--- src/rtl/disp_cfg_regs.sv ---
module disp_cfg_regs #(
  parameter int ADDR_W = 9,
  parameter int EVT_W  = 16
) (
  input  logic              clk,
  input  logic              rst_n,
  input  logic              wr_en,
  input  logic              rd_en,
  input  logic [ADDR_W-1:0] addr,
  input  logic [3:0]        byte_en,
  input  logic [31:0]       wdata,
  output logic [31:0]       rdata,
  output logic              rvalid,
  input  logic [EVT_W-1:0]  evt,
  input  logic              frame_lcd,
  input  logic              frame_dig,
  output logic              lcd_en,
  output logic              dig_en,
  output logic              rfb_mode,
  output logic              gfx_en,
  output logic              irq
);
  localparam int NREG = 32;
  localparam int IW   = $clog2(NREG);
  localparam logic [IW-1:0] I_SYSCFG = 5'd1, I_IRQST = 5'd3, I_IRQEN = 5'd4,
                            I_CTRL = 5'd5, I_ATTR = 5'd24;
  localparam int GO_L = 5, GO_D = 6;

  function automatic logic [31:0] wmask(input logic [IW-1:0] i);
    case (i)
      5'd1:  return 32'h0000_301B;
      5'd4:  return 32'h0000_FFFF;
      5'd5:  return 32'h07FF_9FFF;
      5'd6:  return 32'h0000_3FFF;
      5'd7:  return 32'h0000_03FF;
      5'd8, 5'd9, 5'd10, 5'd11: return 32'h00FF_FFFF;
      5'd13: return 32'h0000_07FF;
      5'd14, 5'd15: return 32'h0FF0_FF3F;
      5'd16: return 32'h0003_FFFF;
      5'd17: return 32'h00FF_00FF;
      5'd18, 5'd19, 5'd22, 5'd23: return 32'h07FF_07FF;
      5'd24: return 32'h0000_07FF;
      5'd25: return 32'h01FF_01FF;
      5'd20, 5'd21, 5'd27, 5'd28, 5'd29, 5'd30: return 32'hFFFF_FFFF;
      default: return 32'h0;
    endcase
  endfunction

  function automatic logic [31:0] rstv(input logic [IW-1:0] i);
    case (i)
      5'd7:         return 32'h161;
      5'd27, 5'd28: return 32'h1;
      default:      return 32'h0;
    endcase
  endfunction

  function automatic logic in_lcd(input logic [IW-1:0] i);
    case (i)
      5'd6, 5'd8, 5'd10, 5'd14, 5'd15, 5'd16, 5'd17, 5'd19,
      5'd20, 5'd21, 5'd22, 5'd23, 5'd24, 5'd25, 5'd27, 5'd28, 5'd29, 5'd30:
        return 1'b1;
      default: return 1'b0;
    endcase
  endfunction

  function automatic logic in_dig(input logic [IW-1:0] i);
    return (i == 5'd9) || (i == 5'd11) || (i == 5'd18);
  endfunction

  logic [31:0]      pend [NREG];
  logic [31:0]      act  [NREG];
  logic [EVT_W-1:0] st;
  logic [31:0]      rv;

  wire [IW-1:0] idx    = addr[IW+1:2];
  wire          mirror = addr[8];
  wire          vid    = addr[7];
  wire          ok     = (byte_en == 4'hF) && (addr[1:0] == 2'b00) && ((addr >> 9) == '0);
  wire          plain  = ok && !mirror && !vid;
  wire          wr_reg = wr_en && plain && (wmask(idx) != 32'h0);
  wire          wr_st  = wr_en && plain && (idx == I_IRQST);
  wire          srst   = wr_en && plain && (idx == I_SYSCFG) && wdata[1];
  wire          wr_ctl = wr_reg && (idx == I_CTRL);
  wire          go_l   = pend[I_CTRL][GO_L];
  wire          go_d   = pend[I_CTRL][GO_D];
  wire          cmt_l  = go_l && frame_lcd;
  wire          cmt_d  = go_d && frame_dig;

  always_ff @(posedge clk or negedge rst_n) begin
    if (!rst_n) begin
      for (int i = 0; i < NREG; i++) begin
        pend[i] <= rstv(IW'(i));
        act[i]  <= rstv(IW'(i));
      end
      st <= '0;
    end else if (srst) begin
      for (int i = 0; i < NREG; i++) begin
        pend[i] <= rstv(IW'(i));
        act[i]  <= rstv(IW'(i));
      end
      pend[I_SYSCFG] <= wdata & wmask(I_SYSCFG);
      st <= '0;
    end else begin
      for (int i = 0; i < NREG; i++) begin
        if ((cmt_l && in_lcd(IW'(i))) || (cmt_d && in_dig(IW'(i))))
          act[i] <= pend[i];
      end
      if (wr_reg)
        pend[idx] <= wdata & wmask(idx);
      pend[I_CTRL][GO_L] <= (wr_ctl && wdata[GO_L]) || (go_l && !frame_lcd);
      pend[I_CTRL][GO_D] <= (wr_ctl && wdata[GO_D]) || (go_d && !frame_dig);
      st <= (st & ~(wr_st ? wdata[EVT_W-1:0] : '0)) | evt;
    end
  end

  always_comb begin
    rv = 32'h0;
    if (ok) begin
      if (mirror) begin
        if (!vid && (in_lcd(idx) || in_dig(idx))) rv = act[idx];
      end else if (!vid) begin
        case (idx)
          5'd0:    rv = 32'h20;
          5'd2:    rv = 32'h1;
          5'd3:    rv = 32'(st);
          5'd12:   rv = 32'h7FF;
          5'd26:   rv = 32'd256;
          5'd31:   rv = 32'h0;
          default: rv = pend[idx];
        endcase
      end
    end
  end

  always_ff @(posedge clk or negedge rst_n) begin
    if (!rst_n) begin
      rdata  <= '0;
      rvalid <= 1'b0;
    end else begin
      rvalid <= rd_en;
      if (rd_en) rdata <= rv;
    end
  end

  assign lcd_en   = pend[I_CTRL][0];
  assign dig_en   = pend[I_CTRL][1];
  assign rfb_mode = pend[I_CTRL][11];
  assign gfx_en   = act[I_ATTR][0];
  assign irq      = |(st & pend[I_IRQEN][EVT_W-1:0]);
endmodule


--- config.mk ---
export PLATFORM = sky130hd
export DESIGN_NAME = disp_cfg_regs
export DESIGN_NICKNAME = d
export VERILOG_FILES = /design/src/rtl/disp_cfg_regs.sv
export SDC_FILE = /design/constraint.sdc
export NUM_CORES = 2
export LEC_CHECK = 0
export ABC_AREA = 0
export BUFFER_PORTS_ARGS = -buffer_cell sky130_fd_sc_hd__buf_2
export CAP_MARGIN = 30
export CORE_MARGIN = 2
export CORE_UTILIZATION = 30
export CTS_BUF_LIST = sky130_fd_sc_hd__clkbuf_8 sky130_fd_sc_hd__clkbuf_16
export DETAILED_ROUTE_END_ITERATION = 10
export RECOVER_POWER = 50
export SLEW_MARGIN = 20
export SYNTH_ARGS = -nofsm -noshare
export SYNTH_HDL_FRONTEND = slang
export SYNTH_SLANG_ARGS = --single-unit
--- constraint.sdc ---
create_clock -name clk -period 2.1 [get_ports clk]
set_input_delay 0.105 -clock clk [delete_from_list [all_inputs] [get_ports clk]]
set_output_delay 0.105 -clock clk [all_outputs]
set_load 0.01 [all_outputs]
# Word level (Yosys, flattened, before mapping)
# Memory sizes are Yosys's and may differ from the RTL's.
# Cells that the tools add are included.
[totals]
reg_bits = 2097
latch_bits = 0
ramBits = 0
romBits = 2080
wordCells = 184
memories = 3
[op_classes]
add_sub_neg = 0
mul = 0
n_div = 0
order_cmp = 2
eq_ne = 11
shift = 0
n_mux = 57
n_bitwise = 6
n_reduce_logical = 37
[memory_table]
columns = ["name", "words", "width", "rd", "rd_ports_with_merged_regs", "wr", "line_no", "source"]
rows = [
  ["(no name shown)", 32, 32, 1, 0, 0, "30", "case (i)"],
  ["(no name shown)", 32, 32, 1, 0, 0, "30", ""],
  ["(no name shown)", 32, 1, 1, 0, 0, "58", "case (i)"],
]
[ops]
columns = ["op", "count"]
rows = [
  ["two-way mux 1024 bit", 3],
  ["two-way mux 32 bit", 43],
  ["bitwise mux 1024 bit", 1],
  ["binary-select mux 32 bit (select 5 bit)", 2],
  ["one-hot mux 32 bit (6 select lines)", 1],
  ["demux 32 bit (select 5 bit)", 1],
  ["bitwise AND 16 bit", 2],
  ["bitwise AND 32 bit", 1],
  ["two-way mux 16 bit", 2],
  ["nonzero test 32 bit", 1],
  ["logical AND 1 bit", 19],
  ["inverter 16 bit", 1],
  ["OR 16 bit", 1],
  ["OR reduction 16 bit", 1],
  ["equality test 5 x 4 -> 1 bit, second input constant", 3],
  ["equality test 5 bit, second input constant", 3],
  ["equality test 5 x 2 -> 1 bit, second input constant", 2],
  ["nonzero test 2 bit", 4],
  ["greater-or-equal comparator 6 bit, second input constant", 1],
  ["logical OR 1 bit", 6],
  ["< comparator 6 x 1 -> 1 bit, second input constant", 1],
  ["inverter 5 -> 6 bit", 1],
  ["equality test 5 x 1 -> 1 bit, second input constant", 1],
  ["equality test 5 x 3 -> 1 bit, second input constant", 1],
  ["5 further kinds", 11],
]

# Depth between registers and ports, before layout
[depth]
word_depth = 12
mapped_depth = 17
ltp_nobuf = 8

# Worst setup path after synthesis
# OpenSTA, ideal clock, no wires.
[synth_path]
kind = "in2reg"
start = "in addr[3]"
end = "reg pend[193] (netlist name)"
setup_ps = 79
t_arrival_ps = 3320
required_time_ps = 2021
setup_slack_ps = -1299
cell_stages = 15
n_path_buf = 7
path_cell_list = "clkbuf_1 -> buf_2 -> buf_2 -> buf_2 -> buf_2 -> inv_1 -> ha_1 -> or3_1 -> a21oi_1 -> o22ai_1 -> or4_4 -> buf_6 -> o2111ai_4 -> buf_8 -> mux2i_1"
[synth_between]
elab_chain_cells = 8
word_cells_on_any_way = 20
[synth_lines]
columns = ["element", "line_no", "source"]
rows = [
  ["from (decl)", "9", "input logic [ADDR_W-1:0] addr,"],
  ["inverter 5 -> 6 bit (not written as such)", "109", "pend[idx] <= wdata & wmask(idx);"],
  ["greater-or-equal comparator 6 bit (not written as such) or < comparator 6 x 1 -> 1 bit (tied branches)", "109", ""],
  ["logical AND 1 bit (not written as such)", "109", ""],
  ["two-way mux 32 bit (not written as such)", "109", ""],
  ["demux 32 bit (select 5 bit)", "109", ""],
  ["bitwise mux 1024 bit", "109", ""],
  ["two-way mux 1024 bit", "108", "if (wr_reg)"],
  ["two-way mux 1024 bit", "96", "end else if (srst) begin"],
  ["to (signal, indexed assignment)", "98", "pend[i] <= rstv(IW'(i));"],
  ["to (signal, indexed assignment)", "109", ""],
  ["to (signal, indexed assignment)", "110", "pend[I_CTRL][GO_L] <= (wr_ctl && wdata[GO_L]) || (go_l && !frame_lcd);"],
  ["to (decl)", "70", "logic [31:0] pend [NREG];"],
]
# Parallel ways exist; a longest one is shown, timed or not. The select of a mux whose other input is x is not followed.
# A chain may end at the register's enable or synchronous reset.

# Worst setup path in the final report
[layout_path]
start = "reg st[14]"
end = "out irq"
[layout_between]
elab_chain_cells = 2
[layout_lines]
columns = ["element", "line_no", "source"]
rows = [
  ["from (decl)", "72", "logic [EVT_W-1:0] st;"],
  ["from (signal assigned)", "112", "st <= (st & ~(wr_st ? wdata[EVT_W-1:0] : '0)) | evt;"],
  ["bitwise AND 16 bit", "149", "assign irq = |(st & pend[I_IRQEN][EVT_W-1:0]);"],
  ["OR reduction 16 bit", "149", ""],
  ["to (decl)", "21", "output logic irq"],
]
# Every way passes these cells.

==> run_results.csv <==
group,metric,value,unit
status,status,"finished, violations left",
status,violations,"setup timing",
finish,final_core_util,36.4,%
detailed_routing,ant_nets,0,
floorplan,die_x,564,µm
sta,slew-limit-headroom,1.42,%
yosys,synth.top_cell.area_share,55.5,%
yosys,syn-num-nets,8190,
finish,area_growth,20.9,%
critical_path,crit_fanout,2,
run,maxCapViolations,0,
placed_design,gp_congestion,0.912,
detailed_routing,post_drt_via_cell_ratio,5.46,
sta,slew_violations,0,
clocking,clkLatencyLatePin,870,ps
detailed_routing,drt_iter0_markers,8104,
yosys,syn_area,0.0940,mm²
sta,period_needed,2410,ps
yosys,synthArstFlopShare,100,%
critical_path,path_class,"register to output port",
pwr,power.leakage,52.0,nW
detailed_routing,wl_per_cell,25.5,µm
detailed_routing,drt_first_pass_iters,6,
finish,nNetsFinal,8524,
grt,grt_use_met3,3.88,%
clocking,cts.sinks,2097,
sta,timing.setup.tns,-12170,ps
clocking,clockRootBuffer,"clkbuf_16",
yosys,synth_common_cells,"dfrtp_1 (2085), nand2_1 (1744), a21oi_1 (625)",
grt,met2_usage,32.0,%
grt,grtUsageMet1,27.3,%
placed_design,place_ws,-767,ps
floorplan,core,0.312,mm²
yosys,yosysSeqAreaShare,55.8,%
grt,overflow,0,
floorplan,dieArea,0.318,mm²
sta,period_share,115,%
worst_hold_path,hp-class,"primary input to register",
clocking,cts_tree,"done",
yosys,synth-seq-cells,2097,
floorplan,rows,205,
critical_path,startpoint_type,"register",
clocking,cts_max_path_buffers,3,
sta,finalHoldViolCount,0,
grt,gr-usage-all-layers,20.3,%
placed_design,portBuffers,104,
clocking,cts.clk_slew.worst_paths,70,ps
grt,grt_pass1_wl,484000,µm
grt,busiest_layer,"met2",
critical_path,arrival,2300,ps
pwr,max-vdd-ir-drop,0.907,mV
floorplan,start_util,30.1,%
yosys,synthCells,8117,
floorplan,io_pins,105,
grt,antenna_found_initial,14,
yosys,syn_avg_cell_area,11.6,µm²
sta,grt_setup_unrepaired,"yes",
finish,layout-drive-gt1-share,21.1,%
detailed_routing,num_vias,69800,
yosys,yosysTopAreaCell,"dfrtp_1",
yosys,synth-edff-count,0,
sta,fin_skew,48.3,ps
critical_path,cp.required,2000,ps
floorplan,chipHeight,564,µm
placed_design,hpwl,214000,µm
clocking,cts_buffers,217,
yosys,yosysWarnings,0,
yosys,synthFlopType,"dfrtp_1",
detailed_routing,drt_wl_total,326000,µm
sta,fin_ws,-307,ps
yosys,ys_types,79,
detailed_routing,drc,0,
sta,fmax,415,MHz
critical_path,crit_path_end_kind,"output port",
grt,grt_start_max_net_pins,108,
sta,tightestPinTransition,1480,ps
clocking,htree_num_levels,4,
yosys,synthTopCellsByArea,"dfrtp_1 (56%), mux4_2 (14%), nand2_1 (7.0%)",
grt,grt_pass1_vias,70600,
yosys,synth_most_common_cell,"dfrtp_1",
sta,setup_viol,196,
pwr,p_per_area,750,mW/mm²
==> cell families after synthesis <==
group                    Yosys count  synth area share (%)
flip-flops                      2097                  55.8
buffers and inverters            788                  3.53
adder cells (fa/ha/maj)            6                0.0799
AO/OA/AOI/OAI                   1397                  8.65
multiplexers                     953                  17.9
AND/OR/NAND/NOR                 2876                  14.0
==> registers in the layout, indices dropped and copies added (netlist names) <==
signal	count
act	1023
pend	1019
rdata	32
st	16
dig_en	1
gfx_en	1
go_d	1
go_l	1
lcd_en	1
rfb_mode	1
rvalid	1
==> metal layers <==
layer	vias to the layer above	routed length [µm]
met5	-	13
met4	2	15000
met3	699	25700
met2	3156	152000
met1	36600	133000
li1	29300	-
==> path summary, 6_finish.rpt <==
kind	start	end	slack (ps)	depth (start not counted)
min in group asynchronous	rst_n	pend[810]	830	3
worst max-delay path	st[14]	irq	-310	4
worst min-delay path	addr[6]	rdata[14]	20	6
max in group asynchronous	rst_n	pend[128]	-30	4
worst min register to register	act[187]	act[187]	480	1
worst max register to register	go_l	act[208]	-130	5
==> final cells by class <==
type	count	area [µm²]
clock inverter	140	1410
fill	30100	198000
clock buffer	268	6140
timing repair buffer	879	9690
multi-input combinational	5232	38600
antenna	7	17.5
sequential	2097	52500
tap	4140	5180
inverter	24	101
==> timing repair <==
action	in CTS	in global routing
cloned	0	4
resized for setup	4	21
pin swaps	1	6
endpoints found under the hold margin	2920	6
buffers inserted	2	14
endpoints found under the setup margin	1	459
hold buffers	91	3
==> layout by cell type, fill, tap and decap left out, types with 8 or more instances in the layout <==
master         count
a21oi_1          620
a22o_1           104
a22oi_1            8
a2bb2oi_1         13
a32oi_1           53
and2_1           375
and3_1           121
buf_12           245
buf_2             99
buf_4            385
buf_6             11
bufinv_16         22
clkbuf_16        221
clkbuf_2          19
clkbuf_4          16
clkbuf_8          51
clkinv_2          42
clkinvlp_4        10
dfrtp_1         2081
dfstp_2           12
dlygate4sd3_1     90
inv_1             72
mux2i_1          368
mux4_2           582
nand2_1         1743
nand2b_1           9
nand3_1          362
nand4_1           11
nor2_1            61
nor2b_1            9
nor3_1            19
nor3b_1          106
o2111ai_4          8
o21ai_0          459
o21ai_1           18
o22ai_1           22
o32ai_1           17
==> report_power, final <==
group          internal (mW)  total, mW  switching, mW
clock network           23.4       40.5           17.1
registers               40.4       40.5         0.0242
logic                   1.42       4.34           2.92
==> worst max-delay path: stages, from the launching register on <==
cell	delay (ps)
dfrtp_2	450
a22o_1	250
a221oi_2	270
nand4_1	230
buf_2	210
==> per-stage QoR <==
| step | instance area, µm² | std cells | power (mW) | hold slack (ps) |
|---|---|---|---|---|
| final | 114000 | 12800 | 85.3 | 19.7 |
| after global routing | 114000 | 12800 | 87.7 | 11.8 |
| after CTS | 114000 | 12800 | 85.9 | 14.6 |
| after detailed placement | 105000 | 12300 | 45.5 | 55.4 |
| after global placement | 105000 | 12300 | 45.4 | 77.5 |
| after floorplan | 94200 | 8117 | 42.9 | -191 |
Note: power is estimated with default switching activity, not from simulation.
